**config.mk**
```make
export PLATFORM = sky130hd
export DESIGN_NAME = dual_slot_seq
export DESIGN_NICKNAME = d
export VERILOG_FILES = /design/src/rtl/dss_pkg.sv /design/src/rtl/dss_classify.sv /design/src/rtl/dss_fields.sv /design/src/rtl/dss_ctl.sv /design/src/rtl/dual_slot_seq.sv
export SDC_FILE = /design/constraint.sdc
export NUM_CORES = 1
export LEC_CHECK = 0
export ABC_AREA = 0
export BUFFER_PORTS_ARGS = -buffer_cell sky130_fd_sc_hd__buf_4
export CORE_ASPECT_RATIO = 0.8
export CORE_MARGIN = 2
export CORE_UTILIZATION = 37
export CTS_BUF_LIST = sky130_fd_sc_hd__clkbuf_16
export DETAILED_ROUTE_END_ITERATION = 8
export PLACE_DENSITY = 0.72
export SETUP_SLACK_MARGIN = 0.05
export SYNTH_ARGS = -nofsm -noshare
export SYNTH_HDL_FRONTEND = slang
export SYNTH_SLANG_ARGS = --single-unit
```
**constraint.sdc**
```tcl
create_clock -name clk -period 2.95 [get_ports clk]
set_clock_uncertainty 0.2 [all_clocks]
set_input_delay 0.7375 -clock clk [delete_from_list [all_inputs] [get_ports clk]]
set_output_delay 0.7375 -clock clk [all_outputs]
set_load 0.05 [all_outputs]
```
**src/rtl/dss_pkg.sv**
```systemverilog
package dss_pkg;
  typedef enum logic [2:0] {
    K_NONE  = 3'd0,
    K_LONG  = 3'd1,
    K_LR    = 3'd2,
    K_RL    = 3'd3,
    K_PAR   = 3'd4,
    K_TST_L = 3'd5,
    K_TST_R = 3'd6
  } kind_e;

  typedef enum logic [1:0] {
    S_IDLE   = 2'd0,
    S_FIRST  = 2'd1,
    S_SECOND = 2'd2
  } st_e;
endpackage

```
**src/rtl/dss_classify.sv**
```systemverilog
module dss_classify
  import dss_pkg::*;
#(
  parameter int WORD_W = 32
) (
  input  logic [WORD_W-1:0] word,
  input  logic              test_l,
  input  logic              test_r,
  output kind_e             kind
);
  logic [1:0] fmt;
  assign fmt = word[WORD_W-1 -: 2];

  always_comb begin
    case (fmt)
      2'b11:   kind = K_LONG;
      2'b01:   kind = K_LR;
      2'b10:   kind = K_RL;
      default: begin
        if (test_l)      kind = K_TST_L;
        else if (test_r) kind = K_TST_R;
        else             kind = K_PAR;
      end
    endcase
  end
endmodule

```
**src/rtl/dss_fields.sv**
```systemverilog
module dss_fields
  import dss_pkg::*;
#(
  parameter int WORD_W = 32,
  parameter int SLOT_W = 15,
  parameter int GRP_W  = 6,
  localparam int LONG_W = WORD_W - 2
) (
  input  logic [WORD_W-1:0] word,
  input  logic              is_long,
  output logic [LONG_W-1:0] lft_op,
  output logic [GRP_W-1:0]  lft_grp,
  output logic [SLOT_W-1:0] rgt_op,
  output logic [GRP_W-1:0]  rgt_grp
);
  logic [SLOT_W-1:0] slot [2];
  logic [GRP_W-1:0]  grp  [2];

  // slot 0 = right (low), slot 1 = left (high)
  for (genvar s = 0; s < 2; s++) begin : g_slot
    assign slot[s] = word[s*SLOT_W +: SLOT_W];
    assign grp[s]  = slot[s][SLOT_W-1 -: GRP_W];
  end

  always_comb begin
    if (is_long) lft_op = word[LONG_W-1:0];
    else         lft_op = {{(LONG_W-SLOT_W){1'b0}}, slot[1]};
  end

  // the left short slot's group bits coincide with the long group bits
  assign lft_grp = grp[1];
  assign rgt_op  = slot[0];
  assign rgt_grp = grp[0];
endmodule

```
**src/rtl/dss_ctl.sv**
```systemverilog
module dss_ctl
  import dss_pkg::*;
(
  input  logic  clk,
  input  logic  rst_n,
  input  logic  word_valid,
  input  kind_e kind_in,
  input  logic  lft_done,
  input  logic  rgt_done,
  input  logic  ex_pc_chg,
  input  logic  ex_exc,
  input  logic  ex_cond,
  output logic  load,
  output logic  word_ready,
  output kind_e kind_out,
  output logic  lft_vld,
  output logic  rgt_vld,
  output logic  word_done,
  output logic  skip_br,
  output logic  cond_false
);
  st_e   st_q, st_d;
  kind_e kind_q, kind_d;
  logic  wd_q, wd_d, sk_q, sk_d, cf_q, cf_d;
  logic  first_r, act_done, go;

  assign first_r  = (kind_q == K_RL) || (kind_q == K_TST_R);
  assign lft_vld  = ((st_q == S_FIRST) && !first_r) || ((st_q == S_SECOND) && first_r);
  assign rgt_vld  = ((st_q == S_FIRST) && first_r)  || ((st_q == S_SECOND) && !first_r);
  assign act_done = (lft_vld && lft_done) || (rgt_vld && rgt_done);
  assign load     = (st_q == S_IDLE) && word_valid;

  always_comb begin
    st_d   = st_q;
    kind_d = kind_q;
    wd_d   = 1'b0;
    sk_d   = 1'b0;
    cf_d   = 1'b0;
    go     = 1'b0;
    case (st_q)
      S_IDLE: begin
        if (word_valid) begin
          st_d   = S_FIRST;
          kind_d = kind_in;
        end
      end
      S_FIRST: begin
        if (act_done) begin
          case (kind_q)
            K_LR, K_RL: begin
              go   = !(ex_pc_chg || ex_exc);
              sk_d = ex_pc_chg && !ex_exc;
            end
            K_TST_L, K_TST_R: begin
              go   = ex_cond;
              cf_d = !ex_cond;
            end
            K_PAR:   go = !ex_exc;
            default: go = 1'b0;
          endcase
          st_d = go ? S_SECOND : S_IDLE;
          wd_d = !go;
        end
      end
      S_SECOND: begin
        if (act_done) begin
          st_d = S_IDLE;
          wd_d = 1'b1;
        end
      end
      default: st_d = S_IDLE;
    endcase
  end

  always_ff @(posedge clk or negedge rst_n) begin
    if (!rst_n) begin
      st_q   <= S_IDLE;
      kind_q <= K_NONE;
      wd_q   <= 1'b0;
      sk_q   <= 1'b0;
      cf_q   <= 1'b0;
    end else begin
      st_q   <= st_d;
      kind_q <= kind_d;
      wd_q   <= wd_d;
      sk_q   <= sk_d;
      cf_q   <= cf_d;
    end
  end

  assign word_ready = (st_q == S_IDLE);
  assign kind_out   = (st_q == S_IDLE) ? K_NONE : kind_q;
  assign word_done  = wd_q;
  assign skip_br    = sk_q;
  assign cond_false = cf_q;
endmodule

```
**src/rtl/dual_slot_seq.sv**
```systemverilog
module dual_slot_seq
  import dss_pkg::*;
#(
  parameter int WORD_W = 32,
  parameter int SLOT_W = 15,
  parameter int GRP_W  = 6,
  localparam int LONG_W = WORD_W - 2
) (
  input  logic              clk,
  input  logic              rst_n,
  input  logic              word_valid,
  input  logic [WORD_W-1:0] word_in,
  input  logic              test_l,
  input  logic              test_r,
  output logic              word_ready,
  output logic              lft_vld,
  output logic [LONG_W-1:0] lft_op,
  output logic [GRP_W-1:0]  lft_grp,
  output logic              rgt_vld,
  output logic [SLOT_W-1:0] rgt_op,
  output logic [GRP_W-1:0]  rgt_grp,
  output logic [2:0]        iss_kind,
  input  logic              lft_done,
  input  logic              rgt_done,
  input  logic              ex_pc_chg,
  input  logic              ex_exc,
  input  logic              ex_cond,
  output logic              word_done,
  output logic              skip_br,
  output logic              cond_false
);
  kind_e             kind_new, kind_cur;
  logic              load;
  logic [WORD_W-1:0] word_q;

  dss_classify #(.WORD_W(WORD_W)) cls_i (
    .word   (word_in),
    .test_l (test_l),
    .test_r (test_r),
    .kind   (kind_new)
  );

  dss_ctl ctl_i (
    .clk        (clk),
    .rst_n      (rst_n),
    .word_valid (word_valid),
    .kind_in    (kind_new),
    .lft_done   (lft_done),
    .rgt_done   (rgt_done),
    .ex_pc_chg  (ex_pc_chg),
    .ex_exc     (ex_exc),
    .ex_cond    (ex_cond),
    .load       (load),
    .word_ready (word_ready),
    .kind_out   (kind_cur),
    .lft_vld    (lft_vld),
    .rgt_vld    (rgt_vld),
    .word_done  (word_done),
    .skip_br    (skip_br),
    .cond_false (cond_false)
  );

  always_ff @(posedge clk or negedge rst_n) begin
    if (!rst_n)    word_q <= '0;
    else if (load) word_q <= word_in;
  end

  dss_fields #(.WORD_W(WORD_W), .SLOT_W(SLOT_W), .GRP_W(GRP_W)) fld_i (
    .word    (word_q),
    .is_long (kind_cur == K_LONG),
    .lft_op  (lft_op),
    .lft_grp (lft_grp),
    .rgt_op  (rgt_op),
    .rgt_grp (rgt_grp)
  );

  assign iss_kind = kind_cur;
endmodule

```
-- Word-level counts from Yosys, hierarchy flattened
Index checks and enable logic that the tools add are counted.
- equality and inequality tests: 14
- mux-type cells: 22
- reductions and logical operators: 23
- operators by type and width (kind ; number):
    30-bit 2-to-1 mux ; 1
    1-bit 2-to-1 mux ; 10
    2-bit 2-to-1 mux ; 5
    3-bit == test (second input constant) ; 3
    3-bit one-hot mux with 3 select lines ; 1
    1-bit logical AND ; 8
    2-bit == test (second input constant) ; 3
    3-bit by 2-bit == test with 1-bit output (second input constant) ; 2
    3-bit 2-to-1 mux ; 2
    2-bit one-hot mux with 3 select lines ; 1
    1-bit zero test ; 5
    1-bit logical OR ; 5
    2-bit by 1-bit == test with 1-bit output (second input constant) ; 2
    2-bit by 1-bit inequality test with 1-bit output (second input constant) ; 2
    2-bit OR reduction ; 2
    3-bit by 1-bit == test with 1-bit output (second input constant) ; 1
    1-bit one-hot mux with 3 select lines ; 1
    3-bit AND reduction ; 1
    2-bit zero test ; 1
    2-bit inequality test (second input constant) ; 1
    1-bit one-hot mux with 2 select lines ; 1
    2-bit AND reduction ; 1
- register bits: 38
- bits of input ports: 42
- output and inout port bits: 66
- word-level logic and storage cells: 65

-- Depth between registers and ports, before layout
Gate-level depths: netlist (run 1).
- depth after elaboration: 12
- gate-level depth with buffers: 7
- mapped depth without buffers: 6

-- Hierarchy
Synthesis (run 1) repeated with hierarchy kept, for this count alone.
- cell total of the unflattened synthesis: 196
- area total of the unflattened synthesis: 2542.4 um2
- modules (own cells, without submodules) (module ; instances ; cells an instance ; area each (um2) ; sequential area each (um2)):
    dual_slot_seq ; 1 ; 69 ; 1352.5 ; 800.8
    dss_ctl ; 1 ; 56 ; 566.8 ; 200.2
    dss_fields ; 1 ; 60 ; 549.3 ; 0.0
    dss_classify ; 1 ; 11 ; 73.8 ; 0.0

-- Least setup slack after synthesis (run 1)
Ideal clock, no wire load.
- kind: register -> output
- start: reg ctl_i.st_q[1]
- end: out lft_op[0]
- arrival time: 2.431 ns
- data required time: 2.013 ns
- slack: -0.419 ns
- cell stages (with the launch flop): 7
- buffers on the path: 1
- cell sequence: dfrtp_1 > inv_1 > ha_1 > and2b_1 > nor3b_1 > buf_2 > mux2_2
- word-level cells in the longest chain between the ends: 4
- ends and longest elaborated chain (item ; line ; RTL):
    start: declaration ; dss_ctl.sv:22 ; st_e st_q, st_d;
    start signal: assignment ; dss_ctl.sv:83 ; st_q <= st_d;
    2-bit zero test ; - ;
    named net word_ready ; dual_slot_seq.sv:15 ; output logic word_ready,
    3-bit 2-to-1 mux ; dss_ctl.sv:92 ; assign kind_out = (st_q == S_IDLE) ? K_NONE : kind_q;
    named net iss_kind[0] ; dual_slot_seq.sv:22 ; output logic [2:0] iss_kind,
    3-bit by 1-bit == test with 1-bit output ; dual_slot_seq.sv:70 ; .is_long (kind_cur == K_LONG),
    30-bit 2-to-1 mux ; dss_fields.sv:26 ; if (is_long) lft_op = word[LONG_W-1:0];
    end: declaration ; dual_slot_seq.sv:17 ; output logic [LONG_W-1:0] lft_op,
The timed path passes the listed nets, and every way through them passes these cells.

-- Worst setup path in the final report (run 1)
- start: reg ctl_i.st_q[1]
- end: out lft_op[9]
- word-level cells in the longest chain between the ends: 4
- ends and longest elaborated chain (item ; line):
    2-bit zero test ; dss_ctl.sv:92
    3-bit 2-to-1 mux ; dss_ctl.sv:92
    3-bit by 1-bit == test with 1-bit output ; dual_slot_seq.sv:70
    30-bit 2-to-1 mux ; dss_fields.sv:26
No other way between the ends.

==> results.cfg, run 1 <==
[outcome]
status = finished with violations
violations = setup timing

[finish]
drive_above_1_share = 0.652
final_cell_mix = buf_4, dfrtp_1, mux2_2
mostFrequentLayoutCell = buf_4
design_area_um2 = 3600
antenna_cells = 0
stdcell_count = 386
synthToLayoutAreaGrowth_pct = 57.7
post-route-util = 0.606
nets = 352

[global_routing]
grt_pass1_wl_um = 8830
grt_use_total = 0.167
grt_busiest_layer = met2
grt_overflow = 0
met1_usage = 0.214
grt_pass1_vias = 1765
antenna_found_initial = 0
met3_usage = 0.0557
grt_max_degree = 39
grt_use_met2 = 0.276

[die]
fp-row-count = 25
die_y_um = 74.3
die_area_um2 = 6820
core_um2 = 5940
start_util = 0.384
io_pins = 108
die_w_um = 91.8

[sta]
fin_ws_ns = -0.0605
relSlewSlack = 0.577
fin_crit_ns = 3.01
fin_crit_sh = 1.02
rsz0062_at_grt = yes
hold_viol_final = 0
maxSlewViolCount = 0
setup_viol = 23
fmax_mhz = 332
worst_pin_slew_ns = 0.634

[critical_path]
worstPathMaxFanout = 8
crit_type = reg -> out
startpoint_type = flop
cp.arrival_ns = 2.07
cp.required_ns = 2.01
end_kind = output port

[clock_tree]
cts_buffers = 5
clk_path_buf_depth = 2
cts_hold_buf = 0
path_clk_slew_ns = 0.06
clock_latency_ns = 0.28
clock_sinks = 38
cts_root_buffer = clkbuf_16
cts_max_level = 2
cts_tree = yes

[run]
cap_viol_max_count = 0

[yosys]
yosysWarnings = 0
synthArstFlopShare = 1.00
ys.flop_type = dfrtp_1
ys_ff_latch = 38
synthCells = 208
synth_fp_nets = 256
synth.avg_cell_area_um2 = 11.0
syn_area_um2 = 2280
synth_cell_types = 35
synth-edff-count = 0
ys_seq_area_frac = 0.416

[detailed_routing]
drt_iter0_drc = 91
wl_per_cell_um = 15.0
drt_pass1_iterations = 4
drtAntennaViolNets = 0
viasPerCell = 4.82
drc = 0
vias = 1860
wl_um = 5780

[min_path]
hold_class = in -> async

[placement]
placed_area_um2 = 3050
numPortBuffers = 107
dp_hpwl_um = 3870
dp.cells = 365
gp_congestion = 0.819
==> registers in the layout (all words and copies together) (netlist names) <==
| signal | cells |
|---|---|
| word_q | 30 |
| ctl_i.word_done | 1 |
| ctl_i.skip_br | 1 |
| ctl_i.kind_q | 3 |
| ctl_i.cond_false | 1 |
| ctl_i.st_q | 2 |
==> what timing repair did <==
item,CTS,global route
hold endpoints to repair,0,0
gates cloned,2,1
gates resized for setup,85,0
setup endpoints to repair,15,30
buffers inserted,9,2
pin swaps,1,0
==> metrics by stage <==
| step | hold slack [ns] | TNS (ns) | setup WS (ns) |
|---|---|---|---|
| detailed placement | 0.312 | 0 | 0.172 |
| CTS | 0.240 | -0.485 | -0.0378 |
| global route | 0.258 | -2.74 | -0.125 |
| global placement | 0.308 | 0 | 0.214 |
| finish | 0.219 | -0.606 | -0.0605 |
| floorplan | 0.242 | 0 | 0.0255 |
==> synthesized netlist by cell type, types with 4 or more instances <==
library cell | instances | area, um^2
o21ai_0 | 10 | 50.1
buf_4 | 28 | 210
and2_1 | 15 | 93.8
mux2_2 | 46 | 518
ha_1 | 6 | 75.1
inv_1 | 8 | 30.0
nand2_1 | 7 | 26.3
buf_2 | 4 | 20.0
nor2_1 | 6 | 22.5
a21oi_1 | 4 | 20.0
dfrtp_1 | 38 | 951
==> layout make-up <==
class,count,area [um^2]
Sequential cell,38,951
Clock buffer,5,125
Inverter,8,30.0
Tap cell,81,101
Timing Repair Buffer,126,1220
Clock inverter,3,16.3
Fill cell,500,2340
Multi-Input combinational cell,125,1160
==> kinds of logic after synthesis <==
family | synth area share
buffers and inverters | 0.129
AO/OA/AOI/OAI | 0.0729
AND/OR/NAND/NOR | 0.111
XOR/XNOR | 0.0115
adder cells (fa/ha/maj) | 0.0329
multiplexers | 0.227
flip-flops | 0.416
==> critical path, stage by stage, from the launching register on <==
cell and delay [ns]:
dfrtp_1 0.37, inv_2 0.07, ha_4 0.16, and2b_4 0.24, nor3b_4 0.22, buf_6 0.14
buf_12 0.13, mux2_4 0.32, buf_8 0.15
==> final timing paths <==
path                                from       endpoint  slack [ns]  cells past startpoint
hold / removal                     rst_n     word_q[20]        0.22                      1
min in group clk              word_q[19]     word_q[19]        0.34                      1
hold reg to reg               word_q[19]     word_q[19]        0.34                      1
setup reg to reg           ctl_i.st_q[0]  ctl_i.st_q[1]        0.64                     10
max in group asynchronous          rst_n      word_q[0]        1.98                      1
setup / recovery           ctl_i.st_q[1]      lft_op[9]       -0.06                      8
==> per-layer routing <==
| metal | wire length (um) | up-vias | share of wire |
|---|---|---|---|
| met1 | 2440 | 897 | 0.42 |
| met4 | 67 | 0 | 0.012 |
| met2 | 2850 | 78 | 0.49 |
| li1 | - | 878 | - |
| met5 | 0 | - | 0 |
| met3 | 429 | 7 | 0.074 |
Power of run 1 is left out: the tool's default activity adds up to more than one toggle a clock period on the data nets, which glitch-free logic cannot reach.
==> inputs of run 2 (changes only) <==
--- a/config.mk
+++ b/config.mk
@@ -12,7 +12,7 @@
 export CORE_UTILIZATION = 37
 export CTS_BUF_LIST = sky130_fd_sc_hd__clkbuf_16
 export DETAILED_ROUTE_END_ITERATION = 8
-export PLACE_DENSITY = 0.72
+export PLACE_DENSITY = 0.69
 export SETUP_SLACK_MARGIN = 0.05
 export SYNTH_ARGS = -nofsm -noshare
 export SYNTH_HDL_FRONTEND = slang
==> constraint.sdc (replaced) <==
create_clock -name clk -period 2.6 [get_ports clk]
set_clock_uncertainty 0.2 [all_clocks]
set_input_delay 0.65 -clock clk [delete_from_list [all_inputs] [get_ports clk]]
set_output_delay 0.65 -clock clk [all_outputs]
set_load 0.05 [all_outputs]
==> run 2 against run 1 <==
The flow still finishes with violations (setup timing). Die area unchanged. Flip-flop and latch count unchanged. Critical path depth unchanged. Sequential share of layout area decreased by 0.52 points. Hold slack got worse by 0.072 ns. Via count decreased by 0.65%. First-iteration DRC count decreased by 69%. Wire length decreased by 1.8%. Setup slack got worse by 0.24 ns. Largest cell class unchanged.
==> results.cfg, run 2 (same netlist as run 1, synthesis figures left out) <==
[outcome]
status = finished with violations
violations = setup timing

[finish]
register_area_um2 = 951
final_cell_mix = buf_4, dfrtp_1, mux2_2
fillers = 502
top_regs = word_q (30), ctl_i.kind_q (3), ctl_i.st_q (2)
regMostFlops = word_q
synthToLayoutAreaGrowth_pct = 60.9
multi_input_area_um2 = 1170
largest_reg_flops = 30
drive_above_1_share = 0.662
mostFrequentLayoutCell = buf_4
nets = 361
antenna_cells = 0
stdcell_count = 395
post-route-util = 0.618

[clock_tree]
cts_root_buffer = clkbuf_16
clk_path_buf_depth = 2
cts_buffers = 5
clock_latency_ns = 0.27
cts_max_level = 2
clock_sinks = 38
path_clk_slew_ns = 0.05
cts_tree = yes

[placement]
numPortBuffers = 107
dp_hpwl_um = 3720
dp.cells = 369
gp_congestion = 0.829

[sta]
maxSlewViolCount = 0
fin_crit_sh = 1.12
relSlewSlack = 0.665
fmax_mhz = 344
rsz0062_at_grt = yes
fin_ws_ns = -0.305
setup_viol = 30
tns_ns = -6.84
worst_pin_slew_ns = 0.502
fin_crit_ns = 2.90
hold_viol_final = 0

[critical_path]
worstPathMaxFanout = 7
max_stage_delay_ns = 0.36
startpoint_type = flop
crit_family = buffers and inverters
cp-startpoint = ctl_i.st_q[1]
cp_num_buf_inv = 4
critical_path.cell_chain = inv_2 > ha_4 > and2b_4 > nor3b_4 > buf_6 > buf_8 > mux2_4 > buf_8
slowest_stage = dfrtp_1
cp.required_ns = 1.75
crit_top_cell = buf_8
rr_startpoint = ctl_i.st_q[0]
end_kind = output port
cp.arrival_ns = 2.05
crit_type = reg -> out

[global_routing]
grt_max_degree = 39
grt_overflow = 0
grt_use_total = 0.166
antenna_found_initial = 0
grt_pass1_vias = 1768
grt_pass1_wl_um = 8940

[die]
core_um2 = 5940
die_w_um = 91.8
die_area_um2 = 6820
io_pins = 108
start_util = 0.384
die_y_um = 74.3
fp-row-count = 25

[run]
cap_viol_max_count = 0

[detailed_routing]
drtAntennaViolNets = 0
wl_per_cell_um = 14.4
wl_um = 5680
viasPerCell = 4.68
drt_iter0_drc = 28
drt_pass1_iterations = 4
vias = 1848
drc = 0

[min_path]
hold_class = in -> async
==> run 2: through the flow <==
step | setup WS (ns) | hold WS, ns | cell area (um^2)
after floorplan | -0.116 | 0.154 | 2420
after global placement | 0.0147 | 0.317 | 3120
after detailed placement | -0.0204 | 0.324 | 3120
after CTS | -0.277 | 0.158 | 3620
after global routing | -0.365 | 0.184 | 3670
final | -0.305 | 0.147 | 3670
==> run 2: final timing paths <==
kind,to,slack (ns),cells after the start
hold reg to reg,word_q[18],0.33,1
max in group asynchronous,word_q[23],1.71,1
setup / recovery,lft_op[10],-0.30,8
min in group clk,word_q[18],0.33,1
hold / removal,word_q[27],0.15,1
setup reg to reg,ctl_i.st_q[1],0.51,8
==> run 2: per-layer routing <==
layer / GRT usage / wire length [um] / up-vias / share of wire
met2: 0.266 / 2730 / 77 / 0.48
met1: 0.230 / 2540 / 868 / 0.45
li1: - / - / 901 / -
met3: 0.0456 / 388 / 2 / 0.068
met4: 0.0348 / 18 / 0 / 0.0032
met5: 0 / 0 / - / 0
==> run 2: repair_timing <==
action                     CTS  global route
setup endpoints to repair   30            31
hold buffers                 0             0
cloned                       2             0
resized for setup           65             5
hold endpoints to repair     0             0
setup buffers               12             4
pin swaps                    2             0
==> run 2: layout make-up <==
type                            count  area share
Sequential cell                    38       0.259
Clock inverter                      3      0.0102
Timing Repair Buffer              135       0.344
Tap cell                           81      0.0276
Multi-Input combinational cell    125       0.317
Inverter                            8     0.00817
Clock buffer                        5      0.0341
Power of run 2 is left out for the same reason.
==> inputs of run 3 (changes only) <==
--- a/config.mk
+++ b/config.mk
@@ -12,6 +12,7 @@
 export CORE_UTILIZATION = 37
 export CTS_BUF_LIST = sky130_fd_sc_hd__clkbuf_16
 export DETAILED_ROUTE_END_ITERATION = 8
+export MAX_ROUTING_LAYER = met4
 export PLACE_DENSITY = 0.69
 export SETUP_SLACK_MARGIN = 0.05
 export SYNTH_ARGS = -nofsm -noshare
==> run 3 against run 2 <==
The flow still finishes with violations (setup timing). Flip-flop and latch count stayed put. Setup slack better by 0.0011 ns. Global-route usage rose by 0.59 points. Critical endpoint unchanged. Largest cell class unchanged.
==> results.cfg, run 3 (same netlist as run 1, synthesis figures left out) <==
[outcome]
status = finished with violations
violations = setup timing

[sta]
fin_ws_ns = -0.303
worst_pin_slew_ns = 0.501
hold_viol_final = 0
tns_ns = -6.81
relSlewSlack = 0.666
fmax_mhz = 344
fin_crit_ns = 2.90
maxSlewViolCount = 0
rsz0062_at_grt = yes
fin_crit_sh = 1.12
setup_viol = 30

[finish]
final_cell_mix = buf_4, dfrtp_1, mux2_2
drive_above_1_share = 0.662
largest_reg_flops = 30
regMostFlops = word_q
fillers = 502
mostFrequentLayoutCell = buf_4
top_regs = word_q (30), ctl_i.kind_q (3), ctl_i.st_q (2)
antenna_cells = 0
synthToLayoutAreaGrowth_pct = 60.9
nets = 361

[detailed_routing]
drt_iter0_drc = 54
viasPerCell = 4.70
wl_um = 5680
vias = 1855
drt_pass1_iterations = 4
drtAntennaViolNets = 0
wl_per_cell_um = 14.4
drc = 0

[global_routing]
antenna_found_initial = 0
grt_pass1_wl_um = 8940
grt_use_total = 0.172
grt_overflow = 0
grt_pass1_vias = 1780
grt_max_degree = 39

[run]
cap_viol_max_count = 0

[clock_tree]
cts_tree = yes
cts_root_buffer = clkbuf_16
cts_hold_buf = 0
cts_buffers = 5
clk_path_buf_depth = 2
cts_max_level = 2
path_clk_slew_ns = 0.05
clock_latency_ns = 0.27
clock_sinks = 38

[critical_path]
crit_top_cell = buf_8
slowest_stage = dfrtp_1
critical_path.cell_chain = inv_2 > ha_4 > and2b_4 > nor3b_4 > buf_6 > buf_8 > mux2_4 > buf_8
crit_type = reg -> out
end_kind = output port
cp.required_ns = 1.75
cp.arrival_ns = 2.05
startpoint_type = flop
max_stage_delay_ns = 0.36
worstPathMaxFanout = 7

[die]
core_um2 = 5940
die_y_um = 74.3
die_area_um2 = 6820
die_w_um = 91.8
fp-row-count = 25
start_util = 0.384
io_pins = 108

[min_path]
hold_class = in -> async

[placement]
numPortBuffers = 107
dp_hpwl_um = 3720
gp_congestion = 0.842
post-place-ws_ns = -0.0204
[run 3: area by class of cell]
type	instances	area, um^2	share of cell area
Timing Repair Buffer	135	1260	0.344
Multi-Input combinational cell	125	1170	0.317
Sequential cell	38	951	0.259
Clock buffer	5	125	0.0341
Tap cell	81	101	0.0276
Clock inverter	3	37.5	0.0102
Inverter	8	30.0	0.00817
[run 3: final timing paths]
kind	cells past startpoint	endpoint	slack [ns]	startpoint
hold / removal	1	word_q[27]	0.15	rst_n
setup / recovery	8	lft_op[10]	-0.30	ctl_i.st_q[1]
setup reg to reg	8	ctl_i.st_q[1]	0.51	ctl_i.st_q[0]
min in group clk	1	word_q[18]	0.33	word_q[18]
max in group asynchronous	1	word_q[23]	1.71	rst_n
hold reg to reg	1	word_q[18]	0.33	word_q[18]
[run 3: worst max-delay path: cells and delay by family, from the launching register on]
| family | cells | cell delay, ns |
|---|---|---|
| simple gates | 2 | 0.46 |
| mux | 1 | 0.32 |
| fa+ha+maj | 1 | 0.15 |
| buf+inv | 4 | 0.50 |
| flops | 1 | 0.36 |
[run 3: per-stage QoR]
stage | utilization | instance area [um^2] | instances | hold slack, ns
2_1_floorplan | - | 2420 | 208 | 0.154
3_3_place_gp | 0.525 | 3120 | 369 | 0.317
3_5_place_dp | 0.525 | 3120 | 369 | 0.324
4_1_cts | 0.609 | 3620 | 391 | 0.158
5_1_grt | 0.618 | 3670 | 395 | 0.187
6_report | 0.618 | 3670 | 395 | 0.146
[run 3: metal layers]
metal / wire length (um) / global-route usage / up-vias / part of all wire
met3: 328 / 0.0385 / 2 / 0.058
met1: 2610 / 0.235 / 880 / 0.46
met2: 2730 / 0.268 / 73 / 0.48
met4: 17 / 0.0348 / 0 / 0.0030
met5: 0 / - / - / 0
li1: - / - / 900 / -
[run 3: repair_timing]
item,in CTS,in global routing
gates cloned,2,0
pin swaps,2,0
gates resized for setup,65,5
setup endpoints to repair,30,31
buffers inserted,12,4
Power of run 3 is left out for the same reason.
